===== src/rtl/msi_home.sv =====
module msi_home #(
  parameter int N_CHILD   = 4,
  parameter int N_ADDR    = 8,
  parameter int DATA_W    = 8,
  parameter int INIT_BASE = 160,
  localparam int CW = (N_CHILD > 1) ? $clog2(N_CHILD) : 1,
  localparam int AW = (N_ADDR > 1) ? $clog2(N_ADDR) : 1
) (
  input  logic              clk,
  input  logic              rst_n,
  input  logic              req_valid,
  input  logic [CW-1:0]     req_child,
  input  logic [AW-1:0]     req_addr,
  input  logic [1:0]        req_want,
  output logic              req_ready,
  input  logic              rsp_valid,
  input  logic [CW-1:0]     rsp_child,
  input  logic [AW-1:0]     rsp_addr,
  input  logic [1:0]        rsp_state,
  input  logic [DATA_W-1:0] rsp_data,
  output logic              out_valid,
  output logic              out_dgrade,
  output logic [CW-1:0]     out_child,
  output logic [AW-1:0]     out_addr,
  output logic [1:0]        out_state,
  output logic              out_has_data,
  output logic [DATA_W-1:0] out_data
);
  localparam logic [1:0] ST_I = 2'd0;
  localparam logic [1:0] ST_S = 2'd1;
  localparam logic [1:0] ST_M = 2'd2;

  logic [1:0]        st_q   [N_CHILD][N_ADDR];
  logic [N_ADDR-1:0] wait_q [N_CHILD];
  logic [DATA_W-1:0] mem_q  [N_ADDR];

  function automatic logic clash(input logic [1:0] a, input logic [1:0] b);
    return (a == ST_M && b != ST_I) || (b == ST_M && a != ST_I);
  endfunction

  logic [N_CHILD-1:0] blocker, sendable;
  logic               self_wait, have_pick, grant;
  logic [CW-1:0]      pick;
  logic [1:0]         req_cur;

  always_comb begin
    for (int i = 0; i < N_CHILD; i++) begin
      blocker[i]  = (CW'(i) != req_child) && clash(st_q[i][req_addr], req_want);
      sendable[i] = blocker[i] && !wait_q[i][req_addr];
    end
    have_pick = 1'b0;
    pick      = '0;
    for (int i = N_CHILD - 1; i >= 0; i--) begin
      if (sendable[i]) begin
        have_pick = 1'b1;
        pick      = CW'(i);
      end
    end
  end

  assign self_wait = wait_q[req_child][req_addr];
  assign req_cur   = st_q[req_child][req_addr];
  assign grant     = req_valid && !rsp_valid && (blocker == '0) && !self_wait;
  assign req_ready = grant;

  always_ff @(posedge clk) begin
    if (!rst_n) begin
      for (int i = 0; i < N_CHILD; i++) begin
        wait_q[i] <= '0;
        for (int a = 0; a < N_ADDR; a++) st_q[i][a] <= ST_I;
      end
      for (int a = 0; a < N_ADDR; a++) mem_q[a] <= DATA_W'(INIT_BASE + a);
      out_valid    <= 1'b0;
      out_dgrade   <= 1'b0;
      out_child    <= '0;
      out_addr     <= '0;
      out_state    <= ST_I;
      out_has_data <= 1'b0;
      out_data     <= '0;
    end else begin
      out_valid <= 1'b0;
      if (rsp_valid) begin
        if (st_q[rsp_child][rsp_addr] == ST_M) mem_q[rsp_addr] <= rsp_data;
        st_q[rsp_child][rsp_addr]   <= rsp_state;
        wait_q[rsp_child][rsp_addr] <= 1'b0;
      end else if (grant) begin
        out_valid    <= 1'b1;
        out_dgrade   <= 1'b0;
        out_child    <= req_child;
        out_addr     <= req_addr;
        out_state    <= req_want;
        out_has_data <= (req_cur == ST_I);
        out_data     <= (req_cur == ST_I) ? mem_q[req_addr] : '0;
        st_q[req_child][req_addr] <= req_want;
      end else if (req_valid && have_pick) begin
        out_valid    <= 1'b1;
        out_dgrade   <= 1'b1;
        out_child    <= pick;
        out_addr     <= req_addr;
        out_state    <= (req_want == ST_M) ? ST_I : ST_S;
        out_has_data <= 1'b0;
        out_data     <= '0;
        wait_q[pick][req_addr] <= 1'b1;
      end
    end
  end
endmodule


===== config.mk =====
export PLATFORM = sky130hd
export DESIGN_NAME = msi_home
export DESIGN_NICKNAME = d
export VERILOG_FILES = /design/src/rtl/msi_home.sv
export SDC_FILE = /design/constraint.sdc
export NUM_CORES = 1
export LEC_CHECK = 0
export CAP_MARGIN = 10
export CORE_MARGIN = 4
export CORE_UTILIZATION = 50
export CTS_CLUSTER_DIAMETER = 100
export CTS_CLUSTER_SIZE = 10
export DETAILED_ROUTE_END_ITERATION = 16
export PLACE_DENSITY = 0.68
export SYNTH_ARGS = -nofsm -noshare
export SYNTH_HDL_FRONTEND = slang
export SYNTH_SLANG_ARGS = --single-unit

===== constraint.sdc =====
create_clock -name clk -period 6.1 [get_ports clk]
set_input_delay 1.83 -clock clk [delete_from_list [all_inputs] [get_ports clk]]
set_output_delay 1.83 -clock clk [all_outputs]
set_load 0.02 [all_outputs]

==> results of run 1 <==
[cell usage after synthesis (5+ instances only)]
library cell    n
nand2_1        39
a21oi_1        35
or2_2           9
buf_2          27
o21ai_0        48
mux2i_1        25
buf_1          12
nor2b_1        14
nor2_1         71
nor3_2         18
nor3_1         99
nor4_1         19
dfxtp_1        18
clkbuf_1       47
or3_1          18
a211oi_1       11
o22a_1          5
and2_1         12
inv_1          11
o221ai_1        7
nand3_1        11
mux2_2         18
a22oi_1         7
a211o_1         5
edfxtp_1      160
o22ai_1        15
nand2b_1       14
o21ai_1         6
mux4_2         41
[where the power goes]
part	internal [mW]	switching, mW	total [mW]
clock network	0.543	0.517	1.06
logic	0.180	0.261	0.441
registers	1.37	0.0341	1.41
total	2.10	0.812	2.91
[through the flow]
step | instance area [µm²] | util, % | power, mW
floorplan | 10100 | - | 1.69
global placement | 11100 | 56.6 | 1.86
detailed placement | 11100 | 56.6 | 1.87
CTS | 11700 | 59.5 | 2.91
global route | 11700 | 59.5 | 3.00
finish | 11700 | 59.5 | 2.91
[worst max path at each step]
stage / slack [ns] / endpoint / from / depth (start not counted)
global route: 0.008 / req_ready / req_child[0] / 8
finish: 0.18 / req_ready / req_child[0] / 8
detailed placement: -0.39 / req_ready / req_child[0] / 8
floorplan: 0.30 / req_ready / req_child[0] / 7
global placement: -0.36 / req_ready / req_child[0] / 8
CTS: 0.17 / req_ready / req_child[0] / 8
[kinds of logic after synthesis]
group	Yosys count	synth area share, %
multiplexers	86	13.9
AO/OA/AOI/OAI	187	12.5
AND/OR/NAND/NOR	336	17.8
flip-flops	178	51.2
buffers and inverters	105	4.57
[final cells by class]
cell class / instances / area, µm² / share of cell area, %
tap: 265 / 332 / 2.83
multi-input combinational: 609 / 4500 / 38.5
sequential: 178 / 5160 / 44.1
clock inverter: 14 / 145 / 1.24
clock buffer: 18 / 429 / 3.67
inverter: 13 / 48.8 / 0.417
timing repair buffer: 127 / 1080 / 9.22
[flip-flops by register name, summed over array words and instances (netlist names)]
name	flops
mem_q	64
out_addr	3
out_child	2
out_data	8
out_dgrade	1
out_has_data	1
out_state	2
out_valid	1
st_q	64
wait_q	32
[worst reg2reg max path, delay by kind of cell (launching register included)]
kind / cells / cell delay (ns)
compound gates: 3 / 1.38
mux: 2 / 0.83
simple gates: 3 / 0.65
flops: 1 / 0.48
buf+inv: 1 / 0.27
[layer usage]
metal  track usage, %  up-vias  part of all wire (%)
met5                0        -                     0
met2             41.6      400                    48
met1             38.3     3958                    42
met4             8.23        0                   2.0
met3             3.64       53                   8.0
li1                 -     3558                     -
==> impl_metrics.csv, run 1 <==
group,metric,value,unit
clock_tree,clockBufferDepth,2,
cells_and_area,antenna_cells,0,
synth,async_flop_share,0,%
global_routing,groute.usage.overall,26.4,%
sta,whs,0.466,ns
cells_and_area,layout_commonest_cell,"edfxtp_1",
synth,yosys.area.top_type,"edfxtp_1",
detailed_routing,drc_errors,0,
sta,grt_setup_unrepaired,"no",
critical_path,r2r_end,"st_q[1][10]$_SDFFCE_PN0P_",
global_routing,first_global_vias,7487,
clock_tree,cts_tree,"done",
detailed_routing,vias,7969,
power,powerDensity,248,mW/mm²
placed_design,dp.cells,1192,
power,p_leak,3.86,nW
sta,finalClockSkew,0.0174,ns
sta,setup_viol,0,
critical_path,ff2ff_path_depth,9,
sta,finalWorstSetupSlack,0.182,ns
critical_path,path_cells,"dlygate4sd2_1 > buf_4 > mux4_2 > nor2_1 > nor3_1 > a211o_1 > nor4_4 > dlygate4sd2_1",
sta,tightest_slew,0.882,ns
detailed_routing,antenna_left,0,
placed_design,place.port_buffers,44,
synth,syn_avg_cell_area,11.3,µm²
detailed_routing,via_per_inst,6.51,
power,ir_drop,0.201,mV
critical_path,path_class,"in -> out",
critical_path,cp_slowest_cell,"mux4_2",
worst_hold_path,hp-start,"out_data[3]$_SDFFE_PN0P_",
synth,synthCells,892,
cells_and_area,fill_cells,1654,
synth,synth-edff-count,160,
critical_path,worstPathArrival,4.09,ns
die,coreArea,0.0197,mm²
critical_path,cp-end-kind,"primary output",
synth,yosysSeqAreaShare,51.2,%
synth,synth.distinct_cells,66,
worst_hold_path,min_path_cells,2,
global_routing,grt_pass1_wl,44.6,mm
worst_hold_path,min_path_type,"reg -> reg",
global_routing,antenna_found_initial,0,
synth,ys.warnings.count,0,
critical_path,rrSetupSlack,2.18,ns
critical_path,critical_path.top_delay_family,"buffers and inverters",
run,drv_cap,0,
sta,slew_violations,0,
placed_design,dp_worst_setup_slack,-0.387,ns
clock_tree,ctsHoldBuffers,0,
clock_tree,clkLatencyLatePin,0.44,ns
detailed_routing,routed_wirelength,29.0,mm
synth,ys_top_cells_by_area,"edfxtp_1, mux4_2, nor3_1, dfxtp_1, nor2_1",
sta,timing.setup.tns,0,ns
synth,syn_area,0.0101,mm²
critical_path,cp_data_required_time,4.27,ns
die,die_area,0.0225,mm²
placed_design,place.gp.congestion,0.983,
detailed_routing,detail_route.wl_per_cell,23.7,µm
die,pin_count,45,
clock_tree,clkTransAtPathRegs,0.07,ns
clock_tree,cts_setup_buffers,0,
sta,period_share,97.0,%
synth,ys_ff_latch,178,
critical_path,cpPeakStageDelay,0.50,ns
worst_hold_path,hold_end,"out_data[3]$_SDFFE_PN0P_",
global_routing,grt_overflow,0,
synth,ys.flop_type,"edfxtp_1",
die,dieHeight,150,µm
cells_and_area,stdcell_count,1224,
sta,fmax,169,MHz
clock_tree,ctsResizeCount,2,
clock_tree,cts_buffers,17,
sta,min_period,5.92,ns
critical_path,crit_buf_inv,3,
die,rows,51,
clock_tree,cts-htree-levels,4,
cells_and_area,fin_nets,972,
cells_and_area,mostFrequentLayoutCells,"edfxtp_1, nor3_1, buf_4",
critical_path,setup.worst_path.start_class,"input port",
placed_design,dp_hpwl,21.3,mm
cells_and_area,areaGrowthSynthToFinish,15.9,%
sta,final-hold-violation-count,0,
clock_tree,clock_sinks,178,
critical_path,critPathMostFrequentCell,"dlygate4sd2_1",
synth,synthesis.nets,918,
global_routing,grt_max_degree,56,
clock_tree,cts_root_buffer,"clkbuf_16",
critical_path,r2r_start,"st_q[1][2]$_SDFFCE_PN0P_",
run_status,outcome,"finished, final reports clean",
die,dieWidth,150,µm
cells_and_area,drive_gt1_share,22.8,%
die,start_util,51.4,%
detailed_routing,drtIter0Drc,989,
detailed_routing,first_pass_iters,5,
critical_path,cp_max_fo,7,
synth,synth.top_cell.area_share,47.6,%
sta,slew_headroom,41.2,%
Power figures use the tool's default switching activity.
==> run 2: changes to the inputs <==
Settings changed: CORE_MARGIN 4 to 5, HOLD_SLACK_MARGIN set to 0.06, SKIP_CTS_REPAIR_TIMING set to 1.
==> run 2 against run 1 <==
Compared with the run above: worst hold slack improved by 0.0060 ns; cell count up 1.1%; routed wire length up 1.8%; non-clock buffer count rose by 8; register-to-register slack better by 0.08 ns; clock skew grew 0.00080 ns; cell area increased by 0.95%; critical endpoint unchanged.
==> impl_metrics.csv, run 2 (same netlist as run 1, synthesis figures left out) <==
group,metric,value,unit
run_status,outcome,"finished, final reports clean",
cells_and_area,multi_input_area,0.00450,mm²
detailed_routing,first_pass_iters,5,
placed_design,dp_hpwl,21.7,mm
sta,fmax,166,MHz
detailed_routing,wl_met1,12.2,mm
worst_hold_path,hp-start,"out_state[0]$_SDFFE_PN0P_",
cells_and_area,drive_gt1_share,23.7,%
placed_design,place.port_buffers,44,
critical_path,r2r_start,"st_q[1][10]$_SDFFCE_PN0P_",
sta,slew_headroom,43.6,%
clock_tree,clockBufferDepth,2,
critical_path,worstPathArrival,4.19,ns
sta,final-hold-violation-count,0,
global_routing,first_global_vias,7503,
die,coreArea,0.0200,mm²
clock_tree,cts-htree-levels,4,
cells_and_area,mostFrequentLayoutCells,"edfxtp_1, nor3_1, buf_4",
clock_tree,cts_tree,"done",
sta,setup_viol,0,
placed_design,dp_worst_setup_slack,-0.347,ns
cells_and_area,largest_registers,"mem_q (64), st_q (64), wait_q (32)",
sta,tightest_slew,0.845,ns
die,rows,52,
worst_hold_path,min_path_cells,2,
cells_and_area,antenna_cells,0,
clock_tree,cts_buffers,17,
sta,grt_setup_unrepaired,"no",
power,ir_drop,0.184,mV
sta,slew_violations,0,
die,pin_count,45,
detailed_routing,via_per_inst,6.46,
cells_and_area,fill_cells,1655,
cells_and_area,ff_latch_area,0.00516,mm²
cells_and_area,final_core_util,59.0,%
critical_path,path_class,"in -> out",
die,die_area,0.0231,mm²
critical_path,rrSetupSlack,2.26,ns
detailed_routing,met3_wirelength,2.86,mm
power,p_leak,3.91,nW
detailed_routing,routed_wirelength,29.6,mm
cells_and_area,fin_nets,980,
die,dieWidth,152,µm
die,dieHeight,152,µm
clock_tree,clock_sinks,178,
cells_and_area,fin_area,0.0118,mm²
critical_path,setup.worst_path.start_class,"input port",
worst_hold_path,min_path_type,"reg -> reg",
global_routing,grt_overflow,0,
die,start_util,50.4,%
critical_path,ff2ff_path_depth,10,
critical_path,cp_data_required_time,4.27,ns
worst_hold_path,hold_end,"out_state[0]$_SDFFE_PN0P_",
clock_tree,cts_root_buffer,"clkbuf_16",
placed_design,place.gp.congestion,0.952,
sta,whs,0.472,ns
detailed_routing,antenna_left,0,
detailed_routing,dr_wl_met2,13.7,mm
sta,timing.setup.tns,0,ns
cells_and_area,areaGrowthSynthToFinish,17.0,%
sta,period_share,98.7,%
sta,min_period,6.02,ns
run,drv_cap,0,
detailed_routing,detail_route.wl_per_cell,23.9,µm
clock_tree,clkLatencyLatePin,0.45,ns
sta,finalClockSkew,0.0182,ns
power,powerDensity,253,mW/mm²
global_routing,grt_pass1_wl,45.9,mm
critical_path,cp_max_fo,4,
critical_path,cp-end-kind,"primary output",
detailed_routing,highest_layer,"met4",
global_routing,grt_max_degree,76,
sta,finalWorstSetupSlack,0.0765,ns
critical_path,r2r_end,"st_q[0][15]$_SDFFCE_PN0P_",
cells_and_area,layout_commonest_cell,"edfxtp_1",
global_routing,antenna_found_initial,0,
clock_tree,clkTransAtPathRegs,0.08,ns
detailed_routing,drc_errors,0,
global_routing,groute.usage.overall,25.6,%
detailed_routing,vias,7991,
detailed_routing,drtIter0Drc,986,
placed_design,postPlaceCellArea,0.0112,mm²
-- run 2: through the flow --
| step | cells | power [mW] |
|---|---|---|
| 2_1_floorplan | 892 | 1.69 |
| 3_5_place_dp | 1205 | 1.87 |
| 6_report | 1237 | 2.99 |
| 4_1_cts | 1237 | 3.00 |
| 5_1_grt | 1237 | 3.09 |
| 3_3_place_gp | 1205 | 1.87 |
-- run 2: power breakdown --
group / leakage, nW / switching (mW) / internal [mW]
combinational: 1.92 / 0.265 / 0.184
sequential: 1.69 / 0.0325 / 1.37
clock: 0.300 / 0.572 / 0.566
total: 3.91 / 0.870 / 2.12
-- run 2: routing by layer --
layer / GRT usage (%) / vias up
met5: 0 / -
met4: 8.99 / 0
li1: - / 3588
met3: 4.41 / 50
met2: 38.9 / 437
met1: 37.5 / 3916
-- run 2: cell type report --
class / instances / area share (%)
Sequential cell: 178 / 43.7
Multi-Input combinational cell: 609 / 38.1
Timing Repair Buffer: 135 / 9.62
Clock buffer: 17 / 3.60
Tap cell: 270 / 2.86
Clock inverter: 15 / 1.66
Inverter: 13 / 0.413
-- run 2: worst max path at each step --
stage | end | slack (ns) | start | cells past startpoint
5_1_grt | req_ready | 0.01 | req_child[0] | 7
2_1_floorplan | req_ready | 0.30 | req_child[0] | 7
4_1_cts | req_ready | -0.36 | req_child[0] | 7
6_report | req_ready | 0.08 | req_child[0] | 7
3_3_place_gp | req_ready | -0.33 | req_child[0] | 7
3_5_place_dp | req_ready | -0.35 | req_child[0] | 7
-- run 2: critical path, cell delays in order --
cell and delay (ns):
clkdlybuf4s50_1 0.60, mux4_2 0.53, a22o_1 0.24, a211oi_1 0.21
o32ai_1 0.16, nor4_4 0.38, clkbuf_2 0.24
